--- src/rtl/spi_uart_pkg.sv ---
package spi_uart_pkg;
  localparam int FRAME_W = 16;
  localparam int CNT_W   = $clog2(FRAME_W + 2);
  localparam int IDX_W   = $clog2(FRAME_W);
  localparam int LO_W    = FRAME_W - 2;

  typedef enum logic [1:0] {
    OP_RD_DATA = 2'b00,
    OP_RD_CFG  = 2'b01,
    OP_WR_DATA = 2'b10,
    OP_WR_CFG  = 2'b11
  } op_e;

  typedef struct packed {
    logic       fifo_off;
    logic       shdn;
    logic       irda;
    logic       two_stop;
    logic       xbit_en;
    logic       short_len;
    logic [3:0] baud;
  } uart_cfg_t;

  function automatic uart_cfg_t cfg_from_word(input logic [LO_W-1:0] w);
    uart_cfg_t c;
    c.fifo_off  = w[13];
    c.shdn      = w[12];
    c.irda      = w[7];
    c.two_stop  = w[6];
    c.xbit_en   = w[5];
    c.short_len = w[4];
    c.baud      = w[3:0];
    return c;
  endfunction
endpackage

--- src/rtl/spi_edge_sync.sv ---
module spi_edge_sync #(
  parameter int STAGES = 2
) (
  input  logic clk_i,
  input  logic rst_ni,
  input  logic sclk_i,
  input  logic cs_ni,
  input  logic mosi_i,
  output logic sclk_rise_o,
  output logic sclk_fall_o,
  output logic cs_fall_o,
  output logic cs_rise_o,
  output logic cs_active_o,
  output logic mosi_o
);
  logic [STAGES-1:0] sclk_s, cs_s, mosi_s;
  logic              sclk_q, cs_q;

  generate
    if (STAGES == 1) begin : g_one
      always_ff @(posedge clk_i or negedge rst_ni) begin
        if (!rst_ni) begin
          sclk_s <= '0;
          cs_s   <= '1;
          mosi_s <= '0;
        end else begin
          sclk_s <= sclk_i;
          cs_s   <= cs_ni;
          mosi_s <= mosi_i;
        end
      end
    end else begin : g_chain
      always_ff @(posedge clk_i or negedge rst_ni) begin
        if (!rst_ni) begin
          sclk_s <= '0;
          cs_s   <= '1;
          mosi_s <= '0;
        end else begin
          sclk_s <= {sclk_s[STAGES-2:0], sclk_i};
          cs_s   <= {cs_s[STAGES-2:0], cs_ni};
          mosi_s <= {mosi_s[STAGES-2:0], mosi_i};
        end
      end
    end
  endgenerate

  always_ff @(posedge clk_i or negedge rst_ni) begin
    if (!rst_ni) begin
      sclk_q <= 1'b0;
      cs_q   <= 1'b1;
    end else begin
      sclk_q <= sclk_s[STAGES-1];
      cs_q   <= cs_s[STAGES-1];
    end
  end

  assign sclk_rise_o = sclk_s[STAGES-1] & ~sclk_q;
  assign sclk_fall_o = ~sclk_s[STAGES-1] & sclk_q;
  assign cs_fall_o   = ~cs_s[STAGES-1] & cs_q;
  assign cs_rise_o   = cs_s[STAGES-1] & ~cs_q;
  assign cs_active_o = ~cs_q;
  assign mosi_o      = mosi_s[STAGES-1];
endmodule

--- src/rtl/spi_frame_shifter.sv ---
module spi_frame_shifter
  import spi_uart_pkg::*;
(
  input  logic               clk_i,
  input  logic               rst_ni,
  input  logic               sclk_rise_i,
  input  logic               sclk_fall_i,
  input  logic               cs_fall_i,
  input  logic               cs_rise_i,
  input  logic               cs_active_i,
  input  logic               mosi_i,
  input  logic [1:0]         stat_i,
  input  logic [LO_W-1:0]    resp_lo_i,
  output logic [FRAME_W-1:0] word_o,
  output logic               op_done_o,
  output logic               word_done_o,
  output logic               commit_o,
  output logic               stat_r_o,
  output logic               miso_o
);
  localparam logic [CNT_W-1:0] CNT_FULL = CNT_W'(FRAME_W);
  localparam logic [CNT_W-1:0] CNT_OVER = CNT_W'(FRAME_W + 1);
  localparam logic [IDX_W-1:0] IDX_LAST = IDX_W'(FRAME_W - 1);

  logic [CNT_W-1:0]   cnt_q;
  logic [IDX_W-1:0]   idx_q;
  logic [FRAME_W-1:0] word_q, resp_q;
  logic               op_done_q, word_done_q, commit_q;
  logic               rise_act, fall_act;

  assign rise_act = sclk_rise_i & cs_active_i;
  assign fall_act = sclk_fall_i & cs_active_i;

  always_ff @(posedge clk_i or negedge rst_ni) begin
    if (!rst_ni) begin
      cnt_q       <= '0;
      idx_q       <= '0;
      word_q      <= '0;
      resp_q      <= '0;
      op_done_q   <= 1'b0;
      word_done_q <= 1'b0;
      commit_q    <= 1'b0;
    end else begin
      op_done_q   <= rise_act && cnt_q == CNT_W'(1);
      word_done_q <= rise_act && cnt_q == CNT_W'(FRAME_W - 1);
      commit_q    <= cs_rise_i && cnt_q == CNT_FULL;
      if (cs_fall_i) begin
        cnt_q  <= '0;
        idx_q  <= '0;
        word_q <= '0;
        resp_q <= {stat_i, {LO_W{1'b0}}};
      end else begin
        if (rise_act && cnt_q != CNT_OVER) cnt_q <= cnt_q + 1'b1;
        if (rise_act && cnt_q < CNT_FULL) word_q <= {word_q[FRAME_W-2:0], mosi_i};
        if (fall_act && idx_q != IDX_LAST) idx_q <= idx_q + 1'b1;
        if (op_done_q) resp_q[LO_W-1:0] <= resp_lo_i;
      end
    end
  end

  assign word_o      = word_q;
  assign op_done_o   = op_done_q;
  assign word_done_o = word_done_q;
  assign commit_o    = commit_q;
  assign stat_r_o    = resp_q[FRAME_W-1];
  assign miso_o      = cs_active_i & resp_q[~idx_q];

  a_r3_cnt_bound: assert property (@(posedge clk_i) disable iff (!rst_ni)
    cnt_q <= CNT_OVER);
  // the output index never runs ahead of the latched input bits
  a_r1_idx_follows: assert property (@(posedge clk_i) disable iff (!rst_ni)
    cs_active_i && !cs_fall_i |-> CNT_W'(idx_q) <= cnt_q);
  a_r3_commit_full: assert property (@(posedge clk_i) disable iff (!rst_ni)
    commit_q |-> $past(cnt_q) == CNT_FULL);
endmodule

--- src/rtl/uart_cmd_regs.sv ---
module uart_cmd_regs
  import spi_uart_pkg::*;
(
  input  logic               clk_i,
  input  logic               rst_ni,
  input  logic [FRAME_W-1:0] word_i,
  input  logic               word_done_i,
  input  logic               commit_i,
  input  logic               stat_r_i,
  input  logic               tx_busy_i,
  input  logic [7:0]         rx_data_i,
  input  logic               rx_xbit_i,
  input  logic               rx_flag_i,
  input  logic               cts_i,
  output logic [LO_W-1:0]    resp_lo_o,
  output uart_cfg_t          cfg_o,
  output logic [3:0]         mask_o,
  output logic               tx_wr_o,
  output logic [7:0]         tx_data_o,
  output logic               tx_xbit_o,
  output logic               rts_o,
  output logic               rx_rd_o,
  output logic               rx_clr_o
);
  op_e           op_early, op_full;
  logic [LO_W-1:0] cfg_word_q;
  uart_cfg_t     cfg_q, pend_q;
  logic          pend_vld_q;
  logic [3:0]    mask_q;
  logic          tx_wr_q, rx_rd_q, rx_clr_q, rts_q, tx_xbit_q;
  logic [7:0]    tx_data_q;

  assign op_early = op_e'(word_i[1:0]);
  assign op_full  = op_e'(word_i[FRAME_W-1:FRAME_W-2]);

  always_comb begin
    unique case (op_early)
      OP_RD_CFG:  resp_lo_o = cfg_word_q;
      OP_RD_DATA: resp_lo_o = {3'b000, rx_flag_i, cts_i, rx_xbit_i, rx_data_i};
      default:    resp_lo_o = '0;
    endcase
  end

  always_ff @(posedge clk_i or negedge rst_ni) begin
    if (!rst_ni) begin
      cfg_word_q <= '0;
      cfg_q      <= '0;
      pend_q     <= '0;
      pend_vld_q <= 1'b0;
      mask_q     <= '0;
      tx_wr_q    <= 1'b0;
      rx_rd_q    <= 1'b0;
      rx_clr_q   <= 1'b0;
      rts_q      <= 1'b0;
      tx_xbit_q  <= 1'b0;
      tx_data_q  <= '0;
    end else begin
      tx_wr_q  <= 1'b0;
      rx_rd_q  <= 1'b0;
      rx_clr_q <= 1'b0;
      if (word_done_i && op_full == OP_WR_CFG) mask_q <= word_i[11:8];
      if (pend_vld_q && !tx_busy_i) begin
        cfg_q      <= pend_q;
        pend_vld_q <= 1'b0;
      end
      if (commit_i) begin
        unique case (op_full)
          OP_WR_CFG: begin
            cfg_word_q <= word_i[LO_W-1:0];
            pend_q     <= cfg_from_word(word_i[LO_W-1:0]);
            pend_vld_q <= 1'b1;
            rx_clr_q   <= 1'b1;
            tx_data_q  <= '0;
            tx_xbit_q  <= 1'b0;
          end
          OP_WR_DATA: begin
            rts_q <= word_i[9];
            if (!word_i[10]) begin
              tx_data_q <= word_i[7:0];
              tx_xbit_q <= word_i[8];
              tx_wr_q   <= 1'b1;
            end
          end
          OP_RD_DATA: rx_rd_q <= stat_r_i;
          default: ;
        endcase
      end
    end
  end

  assign cfg_o     = cfg_q;
  assign mask_o    = mask_q;
  assign tx_wr_o   = tx_wr_q;
  assign tx_data_o = tx_data_q;
  assign tx_xbit_o = tx_xbit_q;
  assign rts_o     = rts_q;
  assign rx_rd_o   = rx_rd_q;
  assign rx_clr_o  = rx_clr_q;

  a_r7_cfg_when_idle: assert property (@(posedge clk_i) disable iff (!rst_ni)
    !$stable(cfg_q) |-> !$past(tx_busy_i));
  a_r9_wr_single: assert property (@(posedge clk_i) disable iff (!rst_ni)
    tx_wr_q |=> !tx_wr_q);
  a_r8_clr_keeps_rts: assert property (@(posedge clk_i) disable iff (!rst_ni)
    rx_clr_q |-> $stable(rts_q));
  a_r10_rd_single: assert property (@(posedge clk_i) disable iff (!rst_ni)
    rx_rd_q |=> !rx_rd_q);
endmodule

--- src/rtl/spi_uart_cmd.sv ---
module spi_uart_cmd
  import spi_uart_pkg::*;
#(
  parameter int SYNC_STAGES = 2
) (
  input  logic       clk_i,
  input  logic       rst_ni,
  input  logic       sclk_i,
  input  logic       cs_ni,
  input  logic       mosi_i,
  output logic       miso_o,
  input  logic       tx_busy_i,
  input  logic       tx_empty_i,
  input  logic       rx_valid_i,
  input  logic [7:0] rx_data_i,
  input  logic       rx_xbit_i,
  input  logic       rx_flag_i,
  input  logic       cts_i,
  output logic [9:0] cfg_o,
  output logic [3:0] mask_o,
  output logic       tx_wr_o,
  output logic [7:0] tx_data_o,
  output logic       tx_xbit_o,
  output logic       rts_o,
  output logic       rx_rd_o,
  output logic       rx_clr_o,
  output logic       irq_no
);
  logic               sclk_rise, sclk_fall, cs_fall, cs_rise, cs_active, mosi_s;
  logic [FRAME_W-1:0] word;
  logic [LO_W-1:0]    resp_lo;
  logic               op_done, word_done, commit, stat_r;
  uart_cfg_t          cfg;
  logic [3:0]         mask;

  spi_edge_sync #(.STAGES(SYNC_STAGES)) u_sync (
    .clk_i, .rst_ni, .sclk_i, .cs_ni, .mosi_i,
    .sclk_rise_o(sclk_rise), .sclk_fall_o(sclk_fall),
    .cs_fall_o(cs_fall), .cs_rise_o(cs_rise),
    .cs_active_o(cs_active), .mosi_o(mosi_s)
  );

  spi_frame_shifter u_shift (
    .clk_i, .rst_ni,
    .sclk_rise_i(sclk_rise), .sclk_fall_i(sclk_fall),
    .cs_fall_i(cs_fall), .cs_rise_i(cs_rise), .cs_active_i(cs_active),
    .mosi_i(mosi_s), .stat_i({rx_valid_i, tx_empty_i}), .resp_lo_i(resp_lo),
    .word_o(word), .op_done_o(op_done), .word_done_o(word_done),
    .commit_o(commit), .stat_r_o(stat_r), .miso_o
  );

  uart_cmd_regs u_regs (
    .clk_i, .rst_ni, .word_i(word), .word_done_i(word_done),
    .commit_i(commit), .stat_r_i(stat_r), .tx_busy_i,
    .rx_data_i, .rx_xbit_i, .rx_flag_i, .cts_i,
    .resp_lo_o(resp_lo), .cfg_o(cfg), .mask_o(mask),
    .tx_wr_o, .tx_data_o, .tx_xbit_o, .rts_o, .rx_rd_o, .rx_clr_o
  );

  assign cfg_o  = cfg;
  assign mask_o = mask;
  assign irq_no = ~|({tx_empty_i, rx_valid_i, rx_xbit_i, rx_flag_i} & mask);

  a_r11_no_mask_no_irq: assert property (@(posedge clk_i) disable iff (!rst_ni)
    mask == 4'h0 |-> irq_no);
  a_r1_miso_quiet: assert property (@(posedge clk_i) disable iff (!rst_ni)
    cs_ni && $past(cs_ni) && $past(cs_ni, 2) && $past(cs_ni, 3) |-> !miso_o);
endmodule

--- config.mk ---
export PLATFORM = sky130hd
export DESIGN_NAME = spi_uart_cmd
export DESIGN_NICKNAME = d
export VERILOG_FILES = /design/src/rtl/spi_uart_pkg.sv /design/src/rtl/spi_edge_sync.sv /design/src/rtl/spi_frame_shifter.sv /design/src/rtl/uart_cmd_regs.sv /design/src/rtl/spi_uart_cmd.sv
export SDC_FILE = /design/constraint.sdc
export NUM_CORES = 1
export LEC_CHECK = 0
export ABC_AREA = 1
export BUFFER_PORTS_ARGS = -buffer_cell sky130_fd_sc_hd__buf_2
export CAP_MARGIN = 5
export CORE_MARGIN = 3
export CORE_UTILIZATION = 45
export DETAILED_ROUTE_END_ITERATION = 10
export PLACE_DENSITY = 0.69
export SLEW_MARGIN = 20
export SYNTH_ARGS = -nofsm -noshare
export SYNTH_HDL_FRONTEND = slang
export SYNTH_SLANG_ARGS = --single-unit
export TNS_END_PERCENT = 100
--- constraint.sdc ---
create_clock -name clk_i -period 1.4 [get_ports clk_i]
set_input_delay 0.28 -clock clk_i [delete_from_list [all_inputs] [get_ports clk_i]]
set_output_delay 0.28 -clock clk_i [all_outputs]
set_load 0.01 [all_outputs]
== Word level (Yosys, flattened, before mapping) ==
Index checks and enable logic that the tools add are counted.
Word-level totals
  bits in registers: 104
Operators by class
  add/subtract/negate cells: 2
  magnitude comparators: 2
  equality and inequality tests: 9
  mux-type cells: 25
  bitwise gates (word level): 13
  reduce and logical (&&, ||, !) cells: 21
Operators with widths (number)
  16-bit two-way mux: 2
  14-bit two-way mux: 2
  14-bit case mux with 2 select lines: 1
  8-bit case mux with 2 select lines: 1
  1-bit two-way mux: 12
  5-bit two-way mux: 2
  2-bit nonzero test: 5
  1-bit logical AND: 8
  4-bit two-way mux: 2
  8-bit two-way mux: 1
  1-bit bitwise AND: 7
  5-bit by 1-bit adder with 5-bit output (second input constant): 1
  5-bit by 1-bit == test with 1-bit output (second input constant): 1
  5-bit by 4-bit == test with 1-bit output (second input constant): 1
  5-bit == test (second input constant): 1
  4-bit by 5-bit less-than comparator with 1-bit output (second input constant): 1
  5-bit less-than comparator (second input constant): 1
  5-bit inequality test (second input constant): 1
  4-bit by 1-bit adder with 4-bit output (second input constant): 1
  4-bit bitwise AND: 1
  1-bit binary-select mux with 4-bit select: 1
  2-bit == test (second input constant): 2
  2-bit logical NOT: 2
  4-bit inequality test (second input constant): 1
  other kinds (9): 14

== Depth between registers and ports, before layout ==
  depth after elaboration: 6
  gate-level depth with buffers: 8
  mapped depth without buffers: 8

== By module ==
A second synthesis with hierarchy kept.
Unflattened totals
  cells, all modules: 467
  area total of the unflattened synthesis: 4155.2 um^2
By module, submodules not included
  spi_frame_shifter: instances 1, cells an instance 230, area each 2074.5 um^2, seq. area each 1101.1 um^2
  uart_cmd_regs: instances 1, cells an instance 214, area each 1818.0 um^2, seq. area each 1051.0 um^2
  spi_edge_sync: instances 1, cells an instance 16, area each 236.5 um^2, seq. area each 203.9 um^2
  spi_uart_cmd: instances 1, cells an instance 7, area each 26.3 um^2, seq. area each 0.0 um^2

== Least setup slack after synthesis ==
No wires, ideal clock.
  path kind: reg2out
  start point: register u_shift.idx_q[0]
  end point: output port miso_o
  data arrival time: 1.075 ns
  required time: 1.120 ns
  setup slack: 0.045 ns
  cell stages (with the launch flop): 7
  cell sequence: dfrtp_1 -> buf_2 -> o21ai_0 -> nand2_1 -> nand3_1 -> nand3_1 -> a21oi_1
Between the ends
  cells in the longest elaborated chain, start to end: 4
Ends and longest elaborated chain
  from (decl): line spi_frame_shifter.sv:26  | logic [IDX_W-1:0] idx_q;
  from (signal assigned): line spi_frame_shifter.sv:55  | if (fall_act && idx_q != IDX_LAST) idx_q <= idx_q + 1'b1;
  4-bit inverter: line spi_frame_shifter.sv:66  | assign miso_o = cs_active_i & resp_q[~idx_q];
  1-bit binary-select mux with 4-bit select: line spi_frame_shifter.sv:66
  1-bit two-way mux (not written as such): line spi_frame_shifter.sv:66
  1-bit bitwise AND: line spi_frame_shifter.sv:66
  to (decl): line spi_uart_cmd.sv:11  | output logic miso_o,
Every way passes these cells. The select of a mux whose other input is x is not followed.

== Worst setup path after layout ==
Same ends and word-level chain as after synthesis.

==> metrics.txt <==
status complete, but fails checks; failing checks negative setup slack; placed cell count 564; Slowest-stage cell, CP dfrtp_2; Least-Margin Pin Slew 559 ps; Skew-Pair Late Insertion Delay 360 ps; TritonCTS clock tree built; share of cells above drive strength 1 32.5%; GRT Total Usage 18.6%; Worst setup EP type output port; Final Max Slew Viols 0; vias in the first global route 3002; total iterations of the first detailed-routing run 5; yosys warns 0; Final Hold Slack 15.5 ps; CTS Buffer Depth 2; final HPWL from detailed placement 6.01 mm; root buf cell clkbuf_8; CP max FO 5; FF/Latch Area 2360 um^2; Hold WC Path Type in -> reg; Cell Area, Synth 3930 um^2; crit start category flop; n_diodes 0; Total Routed Length 9.79 mm; synthesized instance count 412; core area 8340 um^2; max frequency 0.525 GHz; Initial Util 47.1%; CP max stage delay 450 ps; Layout Skew 16.5 ps; sequential fraction of the synthesis area 60.0%; DR vias 3243; Nets 508; synthesized net count 436; max-capacitance violation count 0; setup tns final -1510 ps; Synth area leaders dfrtp_1 58%, nand2_1 7.5%, inv_1 6.7%; Unique masters post-synth 31; footprint of the multi-input gates 1510 um^2; crit-path cells buf_6, o21ai_4, nand2_1, nand3_1, nand3_1, a21oi_2, buf_2; H-tree Lvls 3; total CTS buffers 9; Final Hold Fails 0; non-filler instance count after layout 594; vias per cell 5.46; antenna violations before repair 0; P&R area growth vs syn 27.9%; Die X 99.4 um; unrepaired setup endpoints after global routing yes; Final ANT Viol Nets 0; # rows 33; Period minus WS final 1910 ps; IO Count 48; Max IR drop VDD 0.000418 V; largest area contributor in the netlist dfrtp_1; Top Family by Delay on Critical Path flip-flops; Layout fillers 701; DRC 0; type of the worst setup path reg -> out; Worst Path Arrival 1630 ps; clock-pin slew on the worst setup and hold paths 90 ps; Max-Slew Margin vs Limit 62.7%; Overflow after GRT 0; FF+latch count, synth 94; Final WS setup -505 ps; Yosys top cell area share 58.0%; Avg Cell Area, Syn 9.53 um^2; pin count of the biggest net entering global routing 95; Leak 2.34 nW; pwr dens 990 nW/um^2; Iter 0 DRT Violations 164; Buf+Inv Stages, Crit Path 2; CP required 1120 ps; die area 9880 um^2; Die Y 99.4 um; port buffer count 47; Crit path top cell by count nand3_1; fin crit share 136%; TritonCTS Sinks 94; final setup vio count 30; drt wl/cell 16.5 um; first-pass GRT wire length 14.6 mm; Placer Congestion 0.816
[per-layer routing]
| layer | GRT usage, % | wire length, um | up-vias |
|---|---|---|---|
| met1 | 25.7 | 4180 | 1590 |
| met4 | 8.61 | 266 | 0 |
| met3 | 2.81 | 603 | 21 |
| met2 | 29.1 | 4750 | 125 |
| met5 | 0 | 0 | - |
| li1 | - | - | 1507 |
[worst paths after layout]
path,startpoint,endpoint,cells after the start,slack [ps]
max,u_shift.idx_q[0]$_DFFE_PN0P_,miso_o,7,-510
min,sclk_i,u_sync.sclk_s[0]$_DFF_PN0_,1,20
max reg2reg,u_shift.idx_q[0]$_DFFE_PN0P_,u_shift.idx_q[2]$_DFFE_PN0P_,8,-100
min reg2reg,u_sync.mosi_s[0]$_DFF_PN0_,u_sync.mosi_s[1]$_DFF_PN0_,0,350
max in group asynchronous,rst_ni,u_sync.cs_q$_DFF_PN1_,3,510
min in group asynchronous,rst_ni,u_shift.word_o[4]$_DFFE_PN0P_,3,490
[cells in the mapped netlist]
library cell  count
nor3_1            3
inv_2             2
clkinv_1          1
o21ai_1           1
o21ai_0          52
a21oi_2           2
and2_1            1
nand4_1          13
clkinv_2          1
a22o_1            1
a221oi_1          1
nand2_2           2
buf_2             5
nor3b_1           1
nor2_1            8
nand3_2           1
o31ai_1           1
dfstp_2           3
nor3_2            1
o221ai_1         11
clkbuf_1          4
buf_4             3
dfrtp_1          91
o22ai_1          13
nor2_4            2
ha_1              5
inv_1            70
buf_6             3
a21oi_1           4
nand3_1          28
nand2_1          78
[cells in the final DEF, fill, tap and decap left out, types with 8 or more instances in the layout]
| cell | Yosys | layout |
|---|---|---|
| nand2_2 | 2 | 13 |
| inv_1 | 70 | 67 |
| buf_4 | 3 | 13 |
| nand4_1 | 13 | 13 |
| o21ai_1 | 1 | 13 |
| o21ai_0 | 52 | 31 |
| nand3_2 | 1 | 16 |
| clkbuf_8 | 0 | 9 |
| dfrtp_1 | 91 | 90 |
| o21ai_2 | 0 | 8 |
| nor2_1 | 8 | 8 |
| buf_2 | 5 | 46 |
| nand2_1 | 78 | 62 |
| nand3_1 | 28 | 12 |
| o22ai_1 | 13 | 13 |
[kinds of logic (layout without fill, tap and decap cells)]
family	Yosys count	after routing	share of synthesized area (%)
flip-flops	94	94	60.0
AO/OA/AOI/OAI	86	86	12.9
adder cells (fa/ha/maj)	5	5	1.59
AND/OR/NAND/NOR	138	140	16.0
buffers and inverters	89	164	9.56
[power by group]
group	leakage [nW]	total (mW)	internal, mW	switching (mW)
combinational	0.975	0.562	0.213	0.348
clock	0.0862	1.59	0.641	0.953
sequential	1.28	2.82	2.77	0.0478
[per-stage QoR]
step	total power [mW]	worst slack (ps)	utilization, %	area [um^2]
5_1_grt	5.16	-557	60.2	5020
3_5_place_dp	3.24	-103	52.0	4340
6_report	4.97	-505	60.2	5020
2_1_floorplan	3.06	45.0	-	3930
3_3_place_gp	3.22	-23.1	52.0	4340
4_1_cts	4.84	-440	55.1	4600
[layout make-up]
type,count,share of cell area (%)
multi-input combinational,231,30.1
clock inverter,6,0.722
inverter,74,6.03
clock buffer,10,2.54
sequential,94,46.9
tap,105,2.61
timing repair buffer,74,11.1
[flip-flops by register name, summed over array words and instances (netlist names), 2 cells and up]
signal / cells
u_regs.mask_o: 4
u_regs.cfg_o: 10
u_shift.idx_q: 4
u_sync.sclk_s: 2
u_shift.cnt_q: 5
u_sync.mosi_s: 2
u_regs.tx_data_o: 8
u_shift.resp_q: 16
u_shift.word_o: 16
u_regs.cfg_word_q: 14
u_sync.cs_s: 2
[timing repair]
action | 4_1_cts | 5_1_grt
resized for setup | 14 | 96
endpoints found under the hold margin | 88 | 0
setup endpoints to repair | 14 | 44
gates cloned | 1 | 4
hold buffers | 2 | 0
pin swaps | 3 | 15
buffers inserted | 2 | 5
(Power assumes the default switching activity.)
